### src/rtl/mouse_pkt_pkg.sv
package mouse_pkt_pkg;
  localparam int PKT_LEN = 5;
  localparam int BYTE_W = 8;
  localparam logic [BYTE_W-1:0] HDR_BASE = 8'h87;

  typedef logic [BYTE_W-1:0] byte_t;
  typedef logic [PKT_LEN-1:0][BYTE_W-1:0] pkt_t;

  // buttons are active-low inside the header
  function automatic byte_t hdr_byte(input logic l, input logic m, input logic r);
    return HDR_BASE ^ {5'b0, l, m, r};
  endfunction
endpackage

### src/rtl/mpe_clamp.sv
module mpe_clamp #(
  parameter int IN_W = 10,
  parameter int OUT_W = 8,
  parameter bit NEGATE = 1'b0
) (
  input  logic signed [IN_W-1:0]  val_i,
  output logic        [OUT_W-1:0] val_o
);
  localparam int EXT_W = IN_W + 1;
  localparam logic signed [EXT_W-1:0] LIM_HI = EXT_W'((2 ** (OUT_W - 1)) - 1);
  localparam logic signed [EXT_W-1:0] LIM_LO = -LIM_HI;

  logic signed [EXT_W-1:0] ext;
  logic signed [EXT_W-1:0] sat;

  // extend before negation so the most negative input has a positive image
  generate
    if (NEGATE) begin : g_neg
      assign ext = -(EXT_W'(val_i));
    end else begin : g_pos
      assign ext = EXT_W'(val_i);
    end
  endgenerate

  always_comb begin
    if (ext > LIM_HI)      sat = LIM_HI;
    else if (ext < LIM_LO) sat = LIM_LO;
    else                   sat = ext;
  end

  assign val_o = sat[OUT_W-1:0];
endmodule

### src/rtl/mpe_sequencer.sv
module mpe_sequencer
  import mouse_pkt_pkg::*;
(
  input  logic  clk_i,
  input  logic  rst_ni,
  input  logic  start_i,
  input  pkt_t  pkt_i,
  output logic  busy_o,
  output logic  push_o,
  output byte_t data_o
);
  localparam int IDX_W = $clog2(PKT_LEN);
  localparam logic [IDX_W-1:0] LAST = IDX_W'(PKT_LEN - 1);

  pkt_t             pkt_q;
  logic [IDX_W-1:0] idx_q;
  logic             busy_q;

  always_ff @(posedge clk_i or negedge rst_ni) begin
    if (!rst_ni) begin
      pkt_q  <= '0;
      idx_q  <= '0;
      busy_q <= 1'b0;
    end else if (start_i && !busy_q) begin
      pkt_q  <= pkt_i;
      idx_q  <= '0;
      busy_q <= 1'b1;
    end else if (busy_q) begin
      if (idx_q == LAST) begin
        busy_q <= 1'b0;
        idx_q  <= '0;
      end else begin
        idx_q <= idx_q + 1'b1;
      end
    end
  end

  assign busy_o = busy_q;
  assign push_o = busy_q;
  assign data_o = pkt_q[idx_q];
endmodule

### src/rtl/mouse_pkt_enc.sv
module mouse_pkt_enc
  import mouse_pkt_pkg::*;
#(
  parameter int DELTA_W = 10,
  parameter int FREE_W = 9
) (
  input  logic               clk_i,
  input  logic               rst_ni,
  input  logic               evt_valid_i,
  output logic               evt_ready_o,
  input  logic [DELTA_W-1:0] dx_i,
  input  logic [DELTA_W-1:0] dy_i,
  input  logic               btn_left_i,
  input  logic               btn_mid_i,
  input  logic               btn_right_i,
  input  logic [FREE_W-1:0]  fifo_free_i,
  output logic               push_o,
  output logic [7:0]         push_data_o
);
  localparam logic [FREE_W-1:0] NEED = FREE_W'(PKT_LEN);

  byte_t x_b, y_b;
  pkt_t  pkt;
  logic  busy;
  logic  accept;

  mpe_clamp #(.IN_W(DELTA_W), .OUT_W(BYTE_W), .NEGATE(1'b0)) u_clamp_x (
    .val_i(dx_i), .val_o(x_b)
  );
  mpe_clamp #(.IN_W(DELTA_W), .OUT_W(BYTE_W), .NEGATE(1'b1)) u_clamp_y (
    .val_i(dy_i), .val_o(y_b)
  );

  // byte 0 goes out first
  always_comb begin
    pkt    = '0;
    pkt[0] = hdr_byte(btn_left_i, btn_mid_i, btn_right_i);
    pkt[1] = x_b;
    pkt[2] = y_b;
  end

  assign evt_ready_o = !busy && (fifo_free_i >= NEED);
  assign accept      = evt_valid_i && evt_ready_o;

  mpe_sequencer u_seq (
    .clk_i  (clk_i),
    .rst_ni (rst_ni),
    .start_i(accept),
    .pkt_i  (pkt),
    .busy_o (busy),
    .push_o (push_o),
    .data_o (push_data_o)
  );
endmodule

### config.mk
export PLATFORM = sky130hd
export DESIGN_NAME = mouse_pkt_enc
export DESIGN_NICKNAME = d
export VERILOG_FILES = /design/src/rtl/mouse_pkt_pkg.sv /design/src/rtl/mpe_clamp.sv /design/src/rtl/mpe_sequencer.sv /design/src/rtl/mouse_pkt_enc.sv
export SDC_FILE = /design/constraint.sdc
export NUM_CORES = 1
export LEC_CHECK = 0
export BUFFER_PORTS_ARGS = -buffer_cell sky130_fd_sc_hd__buf_2
export CAP_MARGIN = 5
export CORE_ASPECT_RATIO = 0.5
export CORE_MARGIN = 2
export CORE_UTILIZATION = 55
export CTS_CLUSTER_SIZE = 16
export DETAILED_ROUTE_END_ITERATION = 7
export PLACE_DENSITY = 0.84
export SKIP_CTS_REPAIR_TIMING = 1
export SYNTH_ARGS = -nofsm -noshare
export SYNTH_HDL_FRONTEND = slang
export SYNTH_SLANG_ARGS = --single-unit
### constraint.sdc
create_clock -name clk_i -period 2.7 [get_ports clk_i]
set_input_delay 0.27 -clock clk_i [delete_from_list [all_inputs] [get_ports clk_i]]
set_output_delay 0.27 -clock clk_i [all_outputs]
set_load 0.03 [all_outputs]
==> results of run 1 <==
critical path, cell delays in order:
cell	delay, ns
buf_2	0.18
inv_1	0.09
ha_1	0.25
nor3b_2	0.17
buf_4	0.16
or4b_1	0.53
a41oi_2	0.23
and2_1	0.28
a32o_1	0.20
path summary, 6_finish.rpt:
| check | startpoint | to | slack (ns) |
|---|---|---|---|
| setup / recovery | dy_i[0] | u_seq.pkt_q[23] | 0.53 |
| hold / removal | rst_ni | u_seq.pkt_q[8] | -0.03 |
| setup reg to reg | u_seq.busy_o | u_seq.pkt_q[23] | 0.96 |
| hold reg to reg | u_seq.pkt_q[7] | u_seq.pkt_q[7] | 0.48 |
| max in group asynchronous | rst_ni | u_seq.pkt_q[12] | 2.37 |
| min in group clk_i | btn_left_i | u_seq.pkt_q[2] | 0.16 |
layout make-up:
| class | instances | area [sq um] |
|---|---|---|
| clock buffer | 4 | 55.1 |
| fill | 224 | 772 |
| timing repair buffer | 46 | 235 |
| multi-input combinational | 148 | 891 |
| inverter | 5 | 18.8 |
| tap | 37 | 46.3 |
| sequential | 24 | 601 |
cell usage in the layout, fill, tap and decap left out, types with 2 or more instances in the layout:
master	Yosys	routed
buf_2	0	44
nor2_1	36	36
dfrtp_1	24	24
nand2_1	21	21
a21oi_1	14	14
o21ai_1	8	8
o21ai_0	7	7
mux2i_1	6	6
xnor2_1	5	5
o22ai_1	5	5
a22oi_1	4	4
nor4_1	4	4
a31oi_1	4	4
ha_1	4	4
clkbuf_8	0	4
inv_1	3	3
or4_1	3	3
nand2b_1	3	3
or2_1	3	3
inv_2	2	2
nand3_1	2	2
o31ai_1	2	2
and2_1	2	2
buf_4	2	2
power by group:
part / internal, mW / leakage (nW) / switching (mW) / total (mW)
Clock: 0.130 / 0.0288 / 0.110 / 0.240
Sequential: 0.511 / 0.267 / 0.149 / 0.659
Combinational: 0.331 / 0.541 / 0.582 / 0.912
state kept, by name, summed over array words and instances (netlist names):
| name | cells |
|---|---|
| u_seq.busy_o | 1 |
| u_seq.idx_q | 3 |
| u_seq.pkt_q | 20 |
through the flow:
stage | std cells | worst slack, ns | hold slack (ns) | cell area, sq um | util [%]
finish | 264 | 0.529 | -0.0253 | 1850 | 70.5
global route | 264 | 0.389 | 0.000776 | 1850 | 70.5
CTS | 264 | 0.531 | -0.0126 | 1850 | 70.5
detailed placement | 260 | 0.267 | 0.276 | 1790 | 68.4
global placement | 260 | 0.363 | 0.269 | 1790 | 68.4
floorplan | 184 | 0.381 | -0.0256 | 1540 | -
layer usage:
metal | routed length, um | vias up | share of wire [%]
li1 | - | 749 | -
met1 | 1620 | 712 | 44
met2 | 1830 | 62 | 49
met3 | 216 | 8 | 5.8
met4 | 45 | 0 | 1.2
met5 | 0 | - | 0
kinds of logic after synthesis:
| group | Yosys count | synth area share [%] |
|---|---|---|
| AOI/OAI and AO/OA | 51 | 20.6 |
| xor gates and xnor gates | 5 | 2.85 |
| adders and majority gates | 4 | 3.25 |
| buffers and inverters | 12 | 3.42 |
| DFF | 24 | 39.1 |
| muxes | 7 | 4.64 |
| and+or+nand+nor | 81 | 26.2 |
==> impl_metrics.tcl, run 1 <==
set metrics [dict create \
    post-route-min-period_ns 2.17 \
    syn-num-nets 223 \
    clkLatencyLatePin_ns 0.27 \
    synth_area_per_cell_sq_um 8.36 \
    worstRegToRegCells 5 \
    holdWs_ns -0.0253 \
    cap_violations 0 \
    vdd_drop_max_uv 460 \
    grt_pass1_vias 1330 \
    ys_top_cells_by_count "nor2_1, dfrtp_1, nand2_1" \
    antenna_found_initial 0 \
    setup_viol 0 \
    leakage_nw 0.837 \
    grt_max_degree 25 \
    outcome "finished, violations left" \
    syn_inst 184 \
    clk_pin_slew_ns 0.09 \
    final.setup_skew_ns 0.00903 \
    wl_per_cell_um 14.1 \
    first_iter_violations 101 \
    ys_types 38 \
    powerDensity_nw_per_um2 981 \
    grt_pass1_wl_um 5920 \
    drive_above_1_share_pct 26.4 \
    synth_edf_count 0 \
    cts_buffers 3 \
    wl_um 3720 \
    firstDrtPassIters 5 \
    initial_utilization_pct 58.7 \
    endpoint_kind "flop" \
    gp_congestion 0.817 \
    ant_nets 0 \
    dieArea_sq_um 3260 \
    netlist_top_cells_area "dfrtp_1, nor2_1, nand2_1, a21oi_1, mux2i_1" \
    ios 45 \
    core-area_sq_um 2620 \
    yosysMostFrequentCell "nor2_1" \
    clock_sinks 24 \
    fp-row-count 13 \
    yosys.area.top_type_share_pct 39.1 \
    violations "negative hold slack" \
    fmax_ghz 0.461 \
    met2_usage_pct 47.0 \
    crit_arrival_ns 2.37 \
    final_nets 267 \
    cp_max_fo 8 \
    cts_tree "done" \
    synthFlopType "dfrtp_1" \
    via_count 1531 \
    max_slew.worst_pin.slew_ns 0.636 \
    synthArstFlopShare_pct 100 \
    synth_area_sq_um 1540 \
    relSlewSlack_pct 57.4 \
    drc 0 \
    hpwl_um 2870 \
    rsz0062_at_grt "false" \
    fin_crit_sh_pct 80.4 \
    io_buffers 44 \
    tns_ns 0 \
    dieHeight_um 41.4 \
    grtUsageMet1_pct 28.7 \
    hold_viol 24 \
    avgViaCountPerCell 5.80 \
    gr-total-overflow 0 \
    worst-setup-path-type "in -> reg" \
    synth-seq-area-share_pct 39.1 \
    antenna_cells 0 \
    area_growth_pct 20.1 \
    drv_slew 0 \
    power_mw 1.81 \
    critPathRequiredTime_ns 2.90 \
    busiest_layer "met2" \
    cts-root-buf "clkbuf_8" \
    synth_warnings 0 \
    synth_area_leader_cell "dfrtp_1" \
    htreeDepth 1 \
    hp-class "in -> async" \
    die_w_um 78.8 \
    start_kind "input pin" \
    synth.ff_latch_count 24 \
    gr-usage-all-layers_pct 24.5 \
    grt_use_met3_pct 6.03 \
    cts_buffer_depth 2 \
]
No activity file was read; power rests on OpenSTA's default activity.
==> run 2, diff against run 1 <==
--- a/config.mk
+++ b/config.mk
@@ -9,10 +9,10 @@
 export CAP_MARGIN = 5
 export CORE_ASPECT_RATIO = 0.5
 export CORE_MARGIN = 2
-export CORE_UTILIZATION = 55
+export CORE_UTILIZATION = 51
 export CTS_CLUSTER_SIZE = 16
 export DETAILED_ROUTE_END_ITERATION = 7
-export PLACE_DENSITY = 0.84
+export PLACE_DENSITY = 0.79
 export SKIP_CTS_REPAIR_TIMING = 1
 export SYNTH_ARGS = -nofsm -noshare
 export SYNTH_HDL_FRONTEND = slang
==> constraint.sdc (replaced) <==
create_clock -name clk_i -period 2.25 [get_ports clk_i]
set_input_delay 0.225 -clock clk_i [delete_from_list [all_inputs] [get_ports clk_i]]
set_output_delay 0.225 -clock clk_i [all_outputs]
set_load 0.03 [all_outputs]
==> run 2 against run 1 <==
The flow now finishes without violations. Register-to-register slack worse by 0.46 ns. Count of clock-buffer cells in the layout stayed put. Power is 20% higher. Design area is 2.7% higher. Worst hold slack better by 0.13 ns. First-iteration DRC count is 4.0% lower. Critical path depth is 4 lower. Sequential power is 20% higher.
==> impl_metrics.tcl, run 2 (synthesis results as in run 1) <==
set metrics [dict create \
    outcome "complete, no violations" \
    clock_sinks 24 \
    path_cells "inv_2 > nor2_1 > a22oi_1 > nor2_1 > buf_2" \
    start_kind "flop" \
    antenna_cells 0 \
    worstRegToRegCells 5 \
    post-route-min-period_ns 1.95 \
    clkLatencyLatePin_ns 0.27 \
    powerDensity_nw_per_um2 1140 \
    die_w_um 81.7 \
    fin_crit_sh_pct 86.6 \
    io_buffers 44 \
    ant_nets 0 \
    grt_max_degree 25 \
    worst-setup-path-type "reg -> out" \
    dieArea_sq_um 3500 \
    place_inst 267 \
    vdd_drop_max_uv 685 \
    final.setup_skew_ns 0.00243 \
    final_nets 272 \
    mostFrequentLayoutCells "buf_2, nor2_1, dfrtp_1" \
    critPathRequiredTime_ns 2.03 \
    sw_frac_of_total_pct 46.0 \
    cp_slowest_cell "dfrtp_1" \
    power_mw 2.17 \
    cts_buffers 3 \
    slowest_delay_ns 0.51 \
    drive_above_1_share_pct 27.6 \
    gp_congestion 0.874 \
    grt_pass1_wl_um 5930 \
    drc 0 \
    setup_viol 0 \
    hp-class "in -> reg" \
    largest_reg_flops 20 \
    fp-row-count 14 \
    final_util_pct 64.5 \
    critPathMostFrequentCell "nor2_1" \
    initial_utilization_pct 52.3 \
    core-area_sq_um 2940 \
    drv_slew 0 \
    fillers 255 \
    whs_path_depth 2 \
    dieHeight_um 42.8 \
    avgViaCountPerCell 5.54 \
    gr-usage-all-layers_pct 22.4 \
    endpoint_kind "output port" \
    cp_max_fo 8 \
    max_slew.worst_pin.slew_ns 0.538 \
    cts_tree "done" \
    tns_ns 0 \
    cellInternalPower_mw 1.17 \
    cts-root-buf "clkbuf_8" \
    htreeDepth 1 \
    cts_buffer_depth 2 \
    worst-r2r-setup-slack_ns 0.50 \
    clk_pin_slew_ns 0.08 \
    wl_um 3650 \
    regMostFlops "u_seq.pkt_q" \
    wl_per_cell_um 13.4 \
    power_frac_comb_pct 49.9 \
    ios 45 \
    grt_pass1_vias 1325 \
    area_growth_pct 23.4 \
    hold_viol 0 \
    seq_power_share_pct 36.4 \
    p_clk_share_pct 13.6 \
    hpwl_um 2870 \
    holdWs_ns 0.108 \
    firstDrtPassIters 5 \
    gr-total-overflow 0 \
    leakage_nw 0.863 \
    antenna_found_initial 0 \
    crit_arrival_ns 1.72 \
    p_sw_mw 0.997 \
    via_count 1507 \
    cap_violations 0 \
    stdcell_count 272 \
    fmax_ghz 0.513 \
    final_common_cell "buf_2" \
    relSlewSlack_pct 64.2 \
    rsz0062_at_grt "false" \
    first_iter_violations 97 \
]
-- run 2: cell count changes in the layout (fill, tap and decap cells not counted) --
cell,before,now
dlygate4sd3_1,0,1
nor3b_4,0,1
nor3b_2,1,0
buf_4,2,6
-- run 2: critical path: cells and delay by family, from the launching register on --
family	cells	cell delay, ns
compound gates	1	0.12
buf+inv	2	0.27
flops	1	0.51
simple gates	2	0.55
-- run 2: power by group through the flow --
| stage | clock, mW | sequential (mW) | combinational, mW |
|---|---|---|---|
| after floorplan | 0 | 0.730 | 0.823 |
| after global placement | 0 | 0.788 | 1.05 |
| after detailed placement | 0 | 0.795 | 1.08 |
| after CTS | 0.298 | 0.787 | 1.09 |
| after global routing | 0.319 | 0.813 | 1.19 |
| final | 0.295 | 0.790 | 1.08 |
-- run 2: worst paths after layout --
| check | from | end |
|---|---|---|
| worst max register to register | u_seq.busy_o | u_seq.pkt_q[22] |
| max in group asynchronous | rst_ni | u_seq.pkt_q[0] |
| min in group asynchronous | rst_ni | u_seq.pkt_q[14] |
| worst min-delay path | btn_mid_i | u_seq.pkt_q[1] |
| worst min register to register | u_seq.pkt_q[7] | u_seq.pkt_q[7] |
| worst max-delay path | u_seq.idx_q[1] | push_data_o[5] |
-- run 2: layout make-up --
type | instances | area, sq um | share of cell area (%)
timing repair buffer | 51 | 275 | 14.5
inverter | 5 | 18.8 | 0.989
sequential | 24 | 601 | 31.7
multi-input combinational | 148 | 897 | 47.3
tap | 40 | 50.0 | 2.64
clock buffer | 4 | 55.1 | 2.90
-- run 2: metal layers --
layer | global-route usage, % | up-vias | part of all wire, %
met5 | 0 | - | 0
met4 | 7.33 | 0 | 0.74
met3 | 4.47 | 2 | 4.6
met2 | 36.9 | 44 | 47
met1 | 29.8 | 705 | 47
li1 | - | 756 | -
-- run 2: metrics by stage --
step	area, sq um	setup slack, ns
4_1_cts	1890	0.300
3_5_place_dp	1830	0.0164
3_3_place_gp	1830	0.0636
2_1_floorplan	1540	0.0283
6_report	1900	0.301
5_1_grt	1900	0.133
==> run 3, diff against run 2 <==
--- a/config.mk
+++ b/config.mk
@@ -12,7 +12,7 @@
 export CORE_UTILIZATION = 51
 export CTS_CLUSTER_SIZE = 16
 export DETAILED_ROUTE_END_ITERATION = 7
-export PLACE_DENSITY = 0.79
+export PLACE_DENSITY_LB_ADDON = 0.12
 export SKIP_CTS_REPAIR_TIMING = 1
 export SYNTH_ARGS = -nofsm -noshare
 export SYNTH_HDL_FRONTEND = slang
==> run 3 against run 2 <==
Clock power increased by 27%. Routed wire length decreased by 2.0%. Core utilization increased by 0.55 points. Sequential power about the same. Via count increased by 0.53%. Final cell count unchanged. Global-route usage decreased by 0.16 points. Non-clock buffer count unchanged. Critical path depth increased by 4. Register-to-register slack improved by 0.02 ns. Critical path type is now in -> reg. Critical endpoint is now u_seq.pkt_q[23]. Largest power group unchanged.
==> impl_metrics.tcl, run 3 (synthesis results as in run 1) <==
set metrics [dict create \
    drc 0 \
    leakage_nw 0.871 \
    initial_utilization_pct 52.3 \
    drive_above_1_share_pct 27.6 \
    fin_crit_sh_pct 87.4 \
    worstReg2RegStart "u_seq.busy_o" \
    drv_slew 0 \
    setup_viol 0 \
    place_inst 267 \
    hpwl_um 2790 \
    htreeDepth 1 \
    vdd_drop_max_uv 594 \
    final.setup_skew_ns 0.00736 \
    rsz0062_at_grt "false" \
    critPathRequiredTime_ns 2.46 \
    die_w_um 81.7 \
    hold_viol 0 \
    cts_tree "done" \
    firstDrtPassIters 4 \
    power_frac_comb_pct 47.9 \
    io_buffers 44 \
    outcome "complete, no violations" \
    regMostFlops "u_seq.pkt_q" \
    ant_nets 0 \
    endpoint_kind "flop" \
    worst-setup-path-type "in -> reg" \
    worstReg2RegEnd "u_seq.pkt_q[23]" \
    whs_path_depth 2 \
    start_kind "input pin" \
    p_sw_mw 0.986 \
    worst-r2r-setup-slack_ns 0.52 \
    first_iter_violations 62 \
    hp-class "in -> reg" \
    powerDensity_nw_per_um2 1170 \
    cts-root-buf "clkbuf_8" \
    core-area_sq_um 2940 \
    mostFrequentLayoutCells "buf_2, nor2_1, dfrtp_1" \
    clk_pin_slew_ns 0.09 \
    antenna_cells 0 \
    power_mw 2.24 \
    fp-row-count 14 \
    grt_pass1_wl_um 5950 \
    max_slew.worst_pin.slew_ns 0.511 \
    antenna_found_initial 0 \
    avgViaCountPerCell 5.57 \
    final_nets 272 \
    dieHeight_um 42.8 \
    fmax_ghz 0.509 \
    sw_frac_of_total_pct 44.1 \
    final_common_cell "buf_2" \
    post-route-min-period_ns 1.97 \
    p_clk_share_pct 16.7 \
    gr-usage-all-layers_pct 22.3 \
    gp_congestion 0.861 \
    wl_um 3580 \
    cap_violations 0 \
    min_to "u_seq.pkt_q[0]" \
    crit_arrival_ns 2.18 \
    clkLatencyLatePin_ns 0.27 \
    seq_power_share_pct 35.3 \
    worstRegToRegCells 5 \
    relSlewSlack_pct 65.9 \
    cellInternalPower_mw 1.25 \
    grt_max_degree 25 \
    cp_max_fo 6 \
    clock_sinks 24 \
    grt_pass1_vias 1314 \
    worstHoldStart "btn_right_i" \
    dieArea_sq_um 3500 \
    fillers 272 \
    final_util_pct 65.0 \
    gr-total-overflow 0 \
    largest_reg_flops 20 \
    via_count 1515 \
    area_growth_pct 24.4 \
    cts_buffer_depth 2 \
    cts_buffers 3 \
    ios 45 \
    stdcell_count 272 \
    wl_per_cell_um 13.1 \
]
## run 3: cell count changes in the layout (fill, tap and decap cells not counted)
cell | before | now
bufinv_16 | 0 | 1
clkbuf_8 | 4 | 3
## run 3: per-stage QoR
stage                     TNS [ns]  setup slack, ns  area [sq um]  hold WS (ns)
after global placement           0           0.0488          1830         0.233
after global routing             0            0.173          1910         0.116
after floorplan                  0           0.0283          1540       -0.0706
final                            0            0.284          1910         0.108
after detailed placement  -0.00189         -0.00189          1830         0.232
after CTS                        0            0.281          1900       -0.0624
## run 3: power groups by stage
stage	clock, mW	combinational, mW	sequential, mW
6_report	0.374	1.07	0.790
3_5_place_dp	0	1.07	0.793
4_1_cts	0.379	1.08	0.784
2_1_floorplan	0	0.823	0.730
5_1_grt	0.399	1.20	0.816
3_3_place_gp	0	1.05	0.788
## run 3: area by class of cell
type	count	area, sq um	area share, %
Multi-Input combinational cell	148	897	46.9
Sequential cell	24	601	31.4
Timing Repair Buffer	51	275	14.4
Tap cell	40	50.0	2.62
Clock buffer	3	41.3	2.16
Clock inverter	1	30.0	1.57
Inverter	5	18.8	0.981
## run 3: layer usage
metal / global-route usage [%] / routed length [um]
met4: 5.00 / 21
met3: 4.68 / 202
met2: 36.1 / 1680
met5: 0 / 0
met1: 31.0 / 1670
## run 3: worst max path at each step
| stage | start | end | slack, ns | cells past startpoint |
|---|---|---|---|---|
| 3_5_place_dp | dy_i[0] | u_seq.pkt_q[23] | -0.002 | 9 |
| 4_1_cts | dy_i[0] | u_seq.pkt_q[23] | 0.28 | 9 |
| 5_1_grt | u_seq.idx_q[1] | push_data_o[3] | 0.17 | 5 |
| 2_1_floorplan | dy_i[0] | u_seq.pkt_q[23] | 0.03 | 9 |
| 6_report | dy_i[0] | u_seq.pkt_q[23] | 0.28 | 9 |
| 3_3_place_gp | dy_i[2] | u_seq.pkt_q[22] | 0.05 | 7 |
## run 3: critical path, stage by stage
cell,delay (ns)
buf_2,0.14
inv_1,0.08
ha_1,0.21
nor3b_4,0.16
buf_4,0.14
or4b_1,0.51
a41oi_2,0.22
and2_1,0.28
a32o_1,0.20
